===== config.mk =====
export PLATFORM = sky130hd
export DESIGN_NAME = event_timer_sched
export DESIGN_NICKNAME = d
export VERILOG_FILES = /design/src/rtl/evsched_pkg.sv /design/src/rtl/evsched_slots.sv /design/src/rtl/evsched_pick.sv /design/src/rtl/evsched_fx.sv /design/src/rtl/event_timer_sched.sv
export SDC_FILE = /design/constraint.sdc
export NUM_CORES = 2
export LEC_CHECK = 0
export ABC_AREA = 1
export ABC_CLOCK_PERIOD_IN_PS = 16920
export BUFFER_PORTS_ARGS = -buffer_cell sky130_fd_sc_hd__buf_2
export CORE_AREA = 2 2 274 276
export CTS_CLUSTER_SIZE = 16
export DETAILED_ROUTE_END_ITERATION = 12
export DIE_AREA = 0 0 276 278
export PLACE_DENSITY = 0.68
export SYNTH_ARGS = -nofsm -noshare
export SYNTH_HDL_FRONTEND = slang
export SYNTH_SLANG_ARGS = --single-unit
export TNS_END_PERCENT = 20

===== constraint.sdc =====
create_clock -name clk -period 16.92 [get_ports clk]
set_clock_uncertainty 0.1 [all_clocks]
set_input_delay 3.384 -clock clk [delete_from_list [all_inputs] [get_ports clk]]
set_output_delay 3.384 -clock clk [all_outputs]
set_load 0.01 [all_outputs]

===== src/rtl/evsched_pkg.sv =====
package evsched_pkg;
  // Event type codes: drive fire_o bit positions and side-effect decode
  localparam int EVT_NONE  = 0;
  localparam int EVT_BUSWR = 1;
  localparam int EVT_PDMA  = 2;
  localparam int EVT_SDMA  = 3;
  localparam int EVT_SENT  = 4;

  typedef enum logic [1:0] {
    OP_ENQ_ABS = 2'd0,
    OP_ENQ_REL = 2'd1,
    OP_CANCEL  = 2'd2,
    OP_RSVD    = 2'd3
  } req_op_e;
endpackage


===== src/rtl/evsched_slots.sv =====
module evsched_slots #(
  parameter int TIME_W  = 64,
  parameter int NUM_EVT = 5,
  parameter int TYPE_W  = 3
) (
  input  logic              clk,
  input  logic              rst_n,
  input  logic              wr_en,
  input  logic              wr_set,
  input  logic [TYPE_W-1:0] wr_type,
  input  logic [TIME_W-1:0] wr_due,
  input  logic              fire_en,
  input  logic [TYPE_W-1:0] fire_type,
  output logic [NUM_EVT-1:0] pend_o,
  output logic [TIME_W-1:0]  due_o [NUM_EVT]
);
  for (genvar i = 0; i < NUM_EVT; i++) begin : g_slot
    if (i == 0) begin : g_none
      assign pend_o[i] = 1'b0;
      assign due_o[i]  = '0;
    end else begin : g_live
      localparam logic              RST_PEND = (i == NUM_EVT - 1);
      localparam logic [TIME_W-1:0] RST_DUE  = (i == NUM_EVT - 1) ? {TIME_W{1'b1}} : '0;
      logic              pend_q;
      logic [TIME_W-1:0] due_q;
      logic              hit_wr, hit_fire;

      assign hit_wr   = wr_en   && (wr_type   == TYPE_W'(i));
      assign hit_fire = fire_en && (fire_type == TYPE_W'(i));

      // a request to this slot takes precedence over its own firing
      always_ff @(posedge clk or negedge rst_n) begin
        if (!rst_n) begin
          pend_q <= RST_PEND;
          due_q  <= RST_DUE;
        end else if (hit_wr) begin
          pend_q <= wr_set;
          if (wr_set) due_q <= wr_due;
        end else if (hit_fire) begin
          pend_q <= 1'b0;
        end
      end

      assign pend_o[i] = pend_q;
      assign due_o[i]  = due_q;
    end
  end
endmodule


===== src/rtl/evsched_pick.sv =====
module evsched_pick #(
  parameter int TIME_W  = 64,
  parameter int NUM_EVT = 5,
  parameter int TYPE_W  = 3
) (
  input  logic [NUM_EVT-1:0] pend,
  input  logic [TIME_W-1:0]  due [NUM_EVT],
  input  logic [TIME_W-1:0]  now,
  input  logic [NUM_EVT-1:0] block,
  output logic               hit,
  output logic [TYPE_W-1:0]  sel
);
  logic [TIME_W-1:0] best;

  // strict less-than keeps the lower type code on equal due times
  always_comb begin
    hit  = 1'b0;
    sel  = '0;
    best = '0;
    for (int i = 0; i < NUM_EVT; i++) begin
      if (pend[i] && !block[i] && (due[i] <= now) && (!hit || (due[i] < best))) begin
        hit  = 1'b1;
        sel  = TYPE_W'(i);
        best = due[i];
      end
    end
  end
endmodule


===== src/rtl/evsched_fx.sv =====
module evsched_fx (
  input  logic fire_buswr,
  input  logic fire_pdma,
  input  logic fire_sdma,
  output logic io_busy_clr,
  output logic par_irq,
  output logic par_dma_busy_clr,
  output logic serial_irq,
  output logic serial_busy_clr
);
  assign io_busy_clr      = fire_buswr;
  assign par_irq          = fire_pdma;
  assign par_dma_busy_clr = fire_pdma;
  assign serial_irq       = fire_sdma;
  assign serial_busy_clr  = fire_sdma;
endmodule


===== src/rtl/event_timer_sched.sv =====
module event_timer_sched
  import evsched_pkg::*;
#(
  parameter  int TIME_W  = 64,
  parameter  int NUM_EVT = 5,
  localparam int TYPE_W  = $clog2(NUM_EVT + 1)
) (
  input  logic               clk,
  input  logic               rst_n,
  input  logic               adv_valid,
  input  logic [TIME_W-1:0]  adv_amount,
  input  logic               req_valid,
  output logic               req_ready,
  input  logic [1:0]         req_op,
  input  logic [TYPE_W-1:0]  req_type,
  input  logic [TIME_W-1:0]  req_time,
  output logic               rsp_valid,
  output logic [TIME_W-1:0]  rsp_remain,
  output logic [TIME_W-1:0]  now_o,
  output logic [NUM_EVT-1:0] fire_o,
  output logic               io_busy_clr,
  output logic               par_irq,
  output logic               par_dma_busy_clr,
  output logic               serial_irq,
  output logic               serial_busy_clr,
  output logic               fatal_o
);
  localparam int SENT = NUM_EVT - 1;
  localparam logic [TYPE_W-1:0] TYPE_LIMIT = TYPE_W'(NUM_EVT);

  logic [TIME_W-1:0]  now_q, new_due, remain_c, rsp_remain_q;
  logic [NUM_EVT-1:0] pend, block_mask, fire_q;
  logic [TIME_W-1:0]  due [NUM_EVT];
  logic               accept, is_enq, is_cancel, type_ok, wr_en;
  logic               hit, fatal_q, rsp_valid_q, ready_q;
  logic [TYPE_W-1:0]  ty_idx, sel_type;

  // request decode
  always_comb begin
    accept    = req_valid && ready_q;
    is_enq    = (req_op == OP_ENQ_ABS) || (req_op == OP_ENQ_REL);
    is_cancel = (req_op == OP_CANCEL);
    type_ok   = (req_type != '0) && (req_type < TYPE_LIMIT);
    wr_en     = accept && type_ok && (is_enq || is_cancel);
    ty_idx    = type_ok ? req_type : '0;
    new_due   = (req_op == OP_ENQ_REL) ? (req_time + now_q) : req_time;
    block_mask = wr_en ? (NUM_EVT'(1) << ty_idx) : '0;
    remain_c  = '0;
    if (type_ok && pend[ty_idx] && (due[ty_idx] > now_q))
      remain_c = due[ty_idx] - now_q;
  end

  evsched_slots #(.TIME_W(TIME_W), .NUM_EVT(NUM_EVT), .TYPE_W(TYPE_W)) u_slots (
    .clk       (clk),
    .rst_n     (rst_n),
    .wr_en     (wr_en),
    .wr_set    (is_enq),
    .wr_type   (ty_idx),
    .wr_due    (new_due),
    .fire_en   (hit),
    .fire_type (sel_type),
    .pend_o    (pend),
    .due_o     (due)
  );

  evsched_pick #(.TIME_W(TIME_W), .NUM_EVT(NUM_EVT), .TYPE_W(TYPE_W)) u_pick (
    .pend  (pend),
    .due   (due),
    .now   (now_q),
    .block (block_mask),
    .hit   (hit),
    .sel   (sel_type)
  );

  always_ff @(posedge clk or negedge rst_n) begin
    if (!rst_n) begin
      now_q        <= '0;
      fire_q       <= '0;
      fatal_q      <= 1'b0;
      rsp_valid_q  <= 1'b0;
      rsp_remain_q <= '0;
      ready_q      <= 1'b0;
    end else begin
      ready_q <= 1'b1;
      if (adv_valid) now_q <= now_q + adv_amount;
      fire_q <= hit ? (NUM_EVT'(1) << sel_type) : '0;
      if (hit && (sel_type == TYPE_W'(SENT))) fatal_q <= 1'b1;
      rsp_valid_q <= accept && is_cancel;
      if (accept && is_cancel) rsp_remain_q <= remain_c;
    end
  end

  evsched_fx u_fx (
    .fire_buswr       (fire_q[EVT_BUSWR]),
    .fire_pdma        (fire_q[EVT_PDMA]),
    .fire_sdma        (fire_q[EVT_SDMA]),
    .io_busy_clr      (io_busy_clr),
    .par_irq          (par_irq),
    .par_dma_busy_clr (par_dma_busy_clr),
    .serial_irq       (serial_irq),
    .serial_busy_clr  (serial_busy_clr)
  );

  assign req_ready  = ready_q;
  assign rsp_valid  = rsp_valid_q;
  assign rsp_remain = rsp_remain_q;
  assign now_o      = now_q;
  assign fire_o     = fire_q;
  assign fatal_o    = fatal_q;
endmodule


## After elaboration in Yosys (flattened, before gate mapping)

Cells that the tools add are included.

| operators by class | value |
|---|---|
| shift operators | 2 |
| reductions and logical operators | 48 |
| order comparisons | 11 |
| bitwise operators | 1 |
| add/subtract/negate cells | 3 |
| equal/unequal tests | 10 |
| muxes and demuxes | 29 |

Operators by type and width:

| kind | count |
|---|---|
| two-way mux 64 bit | 7 |
| <= comparator 64 bit | 4 |
| binary-select mux 64 bit (select 3 bit) | 1 |
| < comparator 64 bit | 3 |
| adder 64 bit | 2 |
| > comparator 64 bit | 1 |
| subtractor 64 bit | 1 |
| logical AND 1 bit | 26 |
| two-way mux 1 bit | 14 |
| == test 3 x 2 -> 1 bit, second input constant | 4 |
| two-way mux 5 bit | 2 |
| << shifter 1 x 3 -> 5 bit, first input constant | 2 |
| AND reduction 2 bit | 4 |
| nonzero test 2 bit | 4 |
| logical NOT 1 bit | 7 |
| == test 3 x 1 -> 1 bit, second input constant | 2 |
| == test 3 bit, second input constant | 2 |
| two-way mux 3 bit | 2 |
| logical OR 1 bit | 5 |
| >= comparator 4 bit, second input constant | 1 |
| < comparator 3 x 4 -> 1 bit, second input constant | 1 |
| two-way mux 2 bit | 2 |
| inverter 3 -> 4 bit | 1 |
| binary-select mux 1 bit (select 3 bit) | 1 |
| other kinds (5) | 5 |

| storage, ports and cells | value |
|---|---|
| word-level logic and storage cells | 118 |
| bits in registers | 396 |

## Depth between registers and ports, before layout

| depth | value |
|---|---|
| word-level depth | 25 |
| depth in mapped cells | 79 |

## By module

From an unflattened synthesis, not the netlist that was laid out.

| second synthesis, totals | value |
|---|---|
| cells, all modules | 8304 |
| area, all modules | 50801.2 µm² |

By module, submodules not included:

| module | cells each | instances | area an instance (µm²) |
|---|---|---|---|
| event_timer_sched | 4858 | 1 | 24936.4 |
| evsched_pick | 2222 | 1 | 14828.0 |
| evsched_slots | 1219 | 1 | 10999.3 |
| evsched_fx | 5 | 1 | 37.5 |

## Worst setup path after synthesis

No wires, ideal clock.

| path | value |
|---|---|
| path type | in2reg |
| start | input port req_type[1] |
| end | register fatal_q, in the netlist fatal_o |
| setup time | 0.124 ns |
| path slack | 6.410 ns |
| cell stages on the path | 50 |
| buffers on the path | 8 |
| data arrival time | 10.286 ns |
| path through | clkbuf_1 -> inv_1 -> a21oi_1 -> nand2_1 -> inv_1 -> clkbuf_1 -> buf_1 -> nand2_1 -> ha_1 -> a21oi_1 -> nor2_1 -> a211oi_1 -> o221ai_1 -> nand2_1 -> o2111ai_1 -> a31oi_1 -> nand2_1 -> nand2_1 -> [... 14 more ...] -> nand2_1 -> nand2_1 -> nand2_1 -> nand2_1 -> clkbuf_1 -> clkbuf_1 -> o21ai_0 -> ha_1 -> nand2_1 -> nor3b_1 -> nand4_1 -> o2111ai_1 -> nor2_1 -> nand2_1 -> nand2_1 -> nand2_1 -> inv_1 -> or2_1 |

| on the way | value |
|---|---|
| word-level cells in the longest chain between the ends | 23 |
| elaborated cells on any way between the ends | 45 |
| those cells by class | order compare: 4; eq/ne: 1; shift: 1; mux: 13; reduce/logical: 26 |

Ends and longest elaborated chain:

| what | line | text |
|---|---|---|
| from (decl) | event_timer_sched.sv:15 | `input logic [TYPE_W-1:0] req_type,` |
| < comparator 3 bit / nonzero test 3 bit (equally long branches) | event_timer_sched.sv:43 | `type_ok = (req_type != '0) && (req_type < TYPE_LIMIT);` |
| logical AND 1 bit | event_timer_sched.sv:43 |  |
| two-way mux 3 bit / logical AND 1 bit (equally long branches) | event_timer_sched.sv:45, event_timer_sched.sv:44 |  |
| << shifter 1 x 3 -> 5 bit / logical AND 1 bit (equally long branches) | event_timer_sched.sv:47, event_timer_sched.sv:44 |  |
| two-way mux 5 bit (*) | event_timer_sched.sv:47 | `block_mask = wr_en ? (NUM_EVT'(1) << ty_idx) : '0;` |
| logical NOT 1 bit | evsched_pick.sv:21 | `if (pend[i] && !block[i] && (due[i] <= now) && (!hit \|\| (due[i] < best))) begin` |
| logical AND 1 bit (2 in a row) | evsched_pick.sv:21 |  |
| two-way mux 64 bit / two-way mux 1 bit (equally long branches) | evsched_pick.sv:21 |  |
| [... 7 more ...] | -- |  |
| two-way mux 64 bit / two-way mux 1 bit (equally long branches) | evsched_pick.sv:21 |  |
| < comparator 64 bit / logical NOT 1 bit (equally long branches) | evsched_pick.sv:21 |  |
| logical OR 1 bit | evsched_pick.sv:21 |  |
| logical AND 1 bit | evsched_pick.sv:21 |  |
| two-way mux 3 bit | evsched_pick.sv:21 |  |
| == test 3 bit | -- |  |
| logical AND 1 bit (*) | -- |  |
| via u_slots.g_slot[4].g_live.hit_fire | evsched_slots.sv:26 | `logic hit_wr, hit_fire;` |
| to (signal assigned) | event_timer_sched.sv:79 | `fatal_q <= 1'b0;` |
| to (signal assigned) | event_timer_sched.sv:87 | `if (hit && (sel_type == TYPE_W'(SENT))) fatal_q <= 1'b1;` |
| to (decl) | event_timer_sched.sv:35 | `logic hit, fatal_q, rsp_valid_q, ready_q;` |

The timed path passes the listed nets; every way through them passes the cells marked *.
A chain may end at the register's enable or synchronous reset.

## Final worst setup path

Same ends and word-level chain as after synthesis.

==> results.md <==
- The pin count of the biggest net entering global routing is 130.
- The number of synthesized flops with an enable pin is 0.
- The count of fill cells added during filler insertion is 7073.
- Dividing the detail-routed via count by the number of cells gives 5.766.
- The static leakage is 20.21 nW.
- Derived from the worst setup path, the maximum achievable clock frequency is 0.07963 GHz.
- Ranked by total cell area, the synthesized netlist is headed by sky130_fd_sc_hd__dfrtp_1 23%, sky130_fd_sc_hd__ha_1 22%, sky130_fd_sc_hd__nand2_1 13%.
- Detailed placement ended at an HPWL of 91.56 mm.
- The number of buffers and inverters on the critical path is 8.
- The top flip-flop cell by instance count after synthesis is sky130_fd_sc_hd__dfrtp_1.
- The DRC violation count after routing is 11.
- Max-cap violations in this run came to 0.
- VDD sags by at most 0.00008115 V.
- Setup repair after global routing left no endpoint under its margin.
- The count of buffers added by post-CTS timing repair for setup is 0.
- The required time of the critical path is 17.33 ns.
- The remaining global-route overflow is 0.
- The slew at the pin closest to its max-slew limit is 1.207 ns.
- STA classifies the critical path endpoint as a register.
- The number of standard cells in the final layout excluding fillers is 6067.
- The most frequent cell after synthesis is sky130_fd_sc_hd__nand2_1.
- The share of total power dissipated in the clock network is 0.153.
- The checks that failed: design-rule violations.
- The vertical die dimension is 278 um.
- Among the stages of the critical path, the cell type that occurs most often is sky130_fd_sc_hd__nand2_1.
- The count of standard-cell rows is 100.
- The worst setup slack after layout is 4.362 ns.
- On the critical path, the stage with the largest delay is an instance of sky130_fd_sc_hd__nand2_4.
- The biggest area contributor in the post-synthesis netlist is sky130_fd_sc_hd__dfrtp_1.
- Sorting the synthesized cells by how often they occur yields 1228 x sky130_fd_sc_hd__nand2_1, 635 x sky130_fd_sc_hd__ha_1, 591 x sky130_fd_sc_hd__o21ai_0.
- The longest clock path from root to sink contains 3 buffers.
- From synthesis to final layout, the design area changed by 10.45%.
- The combinational cell fraction of total power is 0.615.
- Across every metal layer, demand over resource in global routing totals 0.3034.
- The kind of start point of the critical path is an input port.
- For this design the top-level I/O count stands at 278.
- Summed over all nets, the switching power comes to 3.662 mW.
- The internal portion of the total power is 3.599 mW.
- The top-area cell type share of the netlist area is 0.2262.
- The total of endpoints with negative setup slack in the final report is 0.
- In the synthesized netlist the async set-or-reset flop fraction comes to 1.000.
- The cell area after layout is 40440 sq um.
- The average instance in the mapped netlist occupies 7.522 sq um.
- The number of warning messages in the yosys log is 0.
- The initial antenna violation count is 4.
- The critical path class is input port to register.
- The data arrival at the endpoint of the critical path is 12.96 ns.
- The die outline area is 76730 sq um.
- Power spread over the standard cell area amounts to 179.5 nW/um^2.
- For this run, the register share of the synthesized area comes to 0.2728.
- In this run the clock root is driven by a sky130_fd_sc_hd__clkbuf_16.
- The portion of the clock cycle consumed by the worst path in the final layout is 0.7422.
- The storage element area is 9991 sq um.
- In this run, synthesis produced a sequential element count of 396.
- The number of pins exceeding their max-slew limit in the final report is 0.
- The kind of cell with the highest combined delay along the critical path is simple AND/OR/NAND/NOR gates.
- The first TritonRoute pass finished after 10 iterations.
- The floorplan step set the die width to 276 um.
- Summing over every cut layer, the via total after detailed routing is 34980.
- Once placement completed, the tool counted placed cells totaling 5976.
- The CTS tree is built.
- The proportion of total power due to net switching is 0.5043.
- The number of port buffers is 277.
- The maximum level of the CTS H-tree is 2.
- The delay contributed by the slowest stage of the critical path is 0.87 ns.
- The number of global-route vias before repair was 32990.
- At the end of the flow the core is filled with cells to 0.5479.
- The starting density of the core is 0.4961.
- The hold violation count in the final report is 0.
- The number of nets in the synthesized netlist is 5643.
- The worst path needs 12.56 ns of the cycle, external delays included.
- The number of resized instances in the post-cts repair step is 0.
- The first global-routing pass estimated 186.0 mm of wire.
- The total CTS buffers is 48.
- Of the cells placed in the final design, the portion with a size suffix greater than 1 is 0.1220.
- The max-slew headroom at the worst pin is 0.1745.
- CTS saw 396 sinks.
- The clock network latency to the later pin of the worst-skew pair is 0.62 ns.
- The core region is 73820 sq um.
- The top fanout value on the critical path is 129.
- Summing all placed instances gives a cell area of 38770 sq um.
- The worst slack after detailed placement is 3.972 ns.
- The gate count after technology mapping is 4868.
- After clock tree synthesis, the flow added hold-fix buffers numbering 0.
- The average wire per standard cell is 19.51 um.
- After clock tree synthesis, the clock-pin slew on the worst setup and hold paths is 0.06 ns.
- The final total negative setup slack is 0 ns.
- For this block, the routed nets add up to 118.3 mm of wire.
- In this run the remaining antenna-violating nets after routing total 0.
- The path category of the worst min-delay check is register to register.
- The area occupied by multi-input gates is 24750 sq um.
- For this block, the initial DRC count from the detailed router was 3058.
- The netlist uses 72 different library cells.
- The total standard cell area after synthesis is 36620 sq um.
- The run finished, with violations left.
- The share of total power dissipated in sequential elements is 0.232.
- For this run, the post-layout net count is 5832.
- At the end of routability-driven placement, the weighted congestion stood at 0.9688.
## worst min-delay path, delay by kind of cell (launching register included)
family | cells | cell delay [ns]
DFF | 1 | 0.33
and+or+nand+nor | 2 | 0.11
## routing by layer
| metal | routed length (um) | vias to the layer above | GRT usage |
|---|---|---|---|
| met5 | 46 | - | 0 |
| met4 | 3079 | 6 | 0.08127 |
| met3 | 9558 | 192 | 0.05809 |
| met2 | 52610 | 1222 | 0.4896 |
| met1 | 53050 | 16290 | 0.4166 |
| li1 | - | 17270 | - |
## final timing paths
kind	start	endpoint	slack, ns	cells after the start
min in group asynchronous	rst_n	now_o[21]$_DFFE_PN0P_	2.67	1
min reg2reg	rsp_remain[53]$_DFFE_PN0P_	rsp_remain[53]$_DFFE_PN0P_	0.37	2
max	req_type[1]	fatal_o$_DFFE_PN0P_	4.36	45
min	rsp_remain[53]$_DFFE_PN0P_	rsp_remain[53]$_DFFE_PN0P_	0.37	2
max reg2reg	now_o[47]$_DFFE_PN0P_	fatal_o$_DFFE_PN0P_	5.91	50
max in group asynchronous	rst_n	u_slots.g_slot[2].g_live.due_q[55]$_DFFE_PN0P_	11.18	4
## kinds of logic after synthesis
kind of cell,count (synthesis),synth area share
DFF,396,0.2728
AOI/OAI and AO/OA,1364,0.2126
adders and majority gates,638,0.2186
and+or+nand+nor,1807,0.2023
xor gates and xnor gates,171,0.04110
buffers and inverters,490,0.05228
other,2,0.0002051
## power by group through the flow
stage / clock [mW] / combinational [mW] / sequential [mW]
after floorplan: 0 / 3.26 / 1.54
after global placement: 0 / 4.31 / 1.69
after detailed placement: 0 / 4.40 / 1.69
after CTS: 1.12 / 4.43 / 1.67
after global routing: 1.16 / 5.08 / 1.72
final: 1.11 / 4.47 / 1.69
## layout make-up
class	instances	area share
sequential	396	0.2470
tap	969	0.02998
antenna	1	0.00006187
clock inverter	19	0.006125
timing repair buffer	303	0.03935
inverter	326	0.03050
multi-input combinational	3982	0.6119
clock buffer	71	0.03508
## stage by stage
| step | power, mW | hold WS [ns] |
|---|---|---|
| 3_3_place_gp | 5.996 | 0.3615 |
| 5_1_grt | 7.954 | 0.4014 |
| 3_5_place_dp | 6.083 | 0.3646 |
| 6_report | 7.261 | 0.3734 |
| 4_1_cts | 7.227 | 0.3805 |
| 2_1_floorplan | 4.798 | 0.3716 |
## sequential cells by signal, summed over array words and instances, names as in the netlist
signal                        count
fatal_o                           1
fire_o                            5
now_o                            64
req_ready                         1
rsp_remain                       64
rsp_valid                         1
u_slots.g_slot.g_live.due_q     256
u_slots.g_slot.g_live.pend_q      4
## placed cells by master (no fill, tap or decap), drive strengths merged, types with 29 or more instances in the layout
cell type	n
nand2	1296
xnor2	110
a21oi	400
nor3	46
nor2	302
o31ai	66
nand3	76
buf	303
clkbuf	71
a211oi	38
inv	330
ha	635
xor2	61
o221ai	29
o21ai	720
dfstp	65
nand4	60
dfrtp	331
Power figures use the tool's default switching activity.
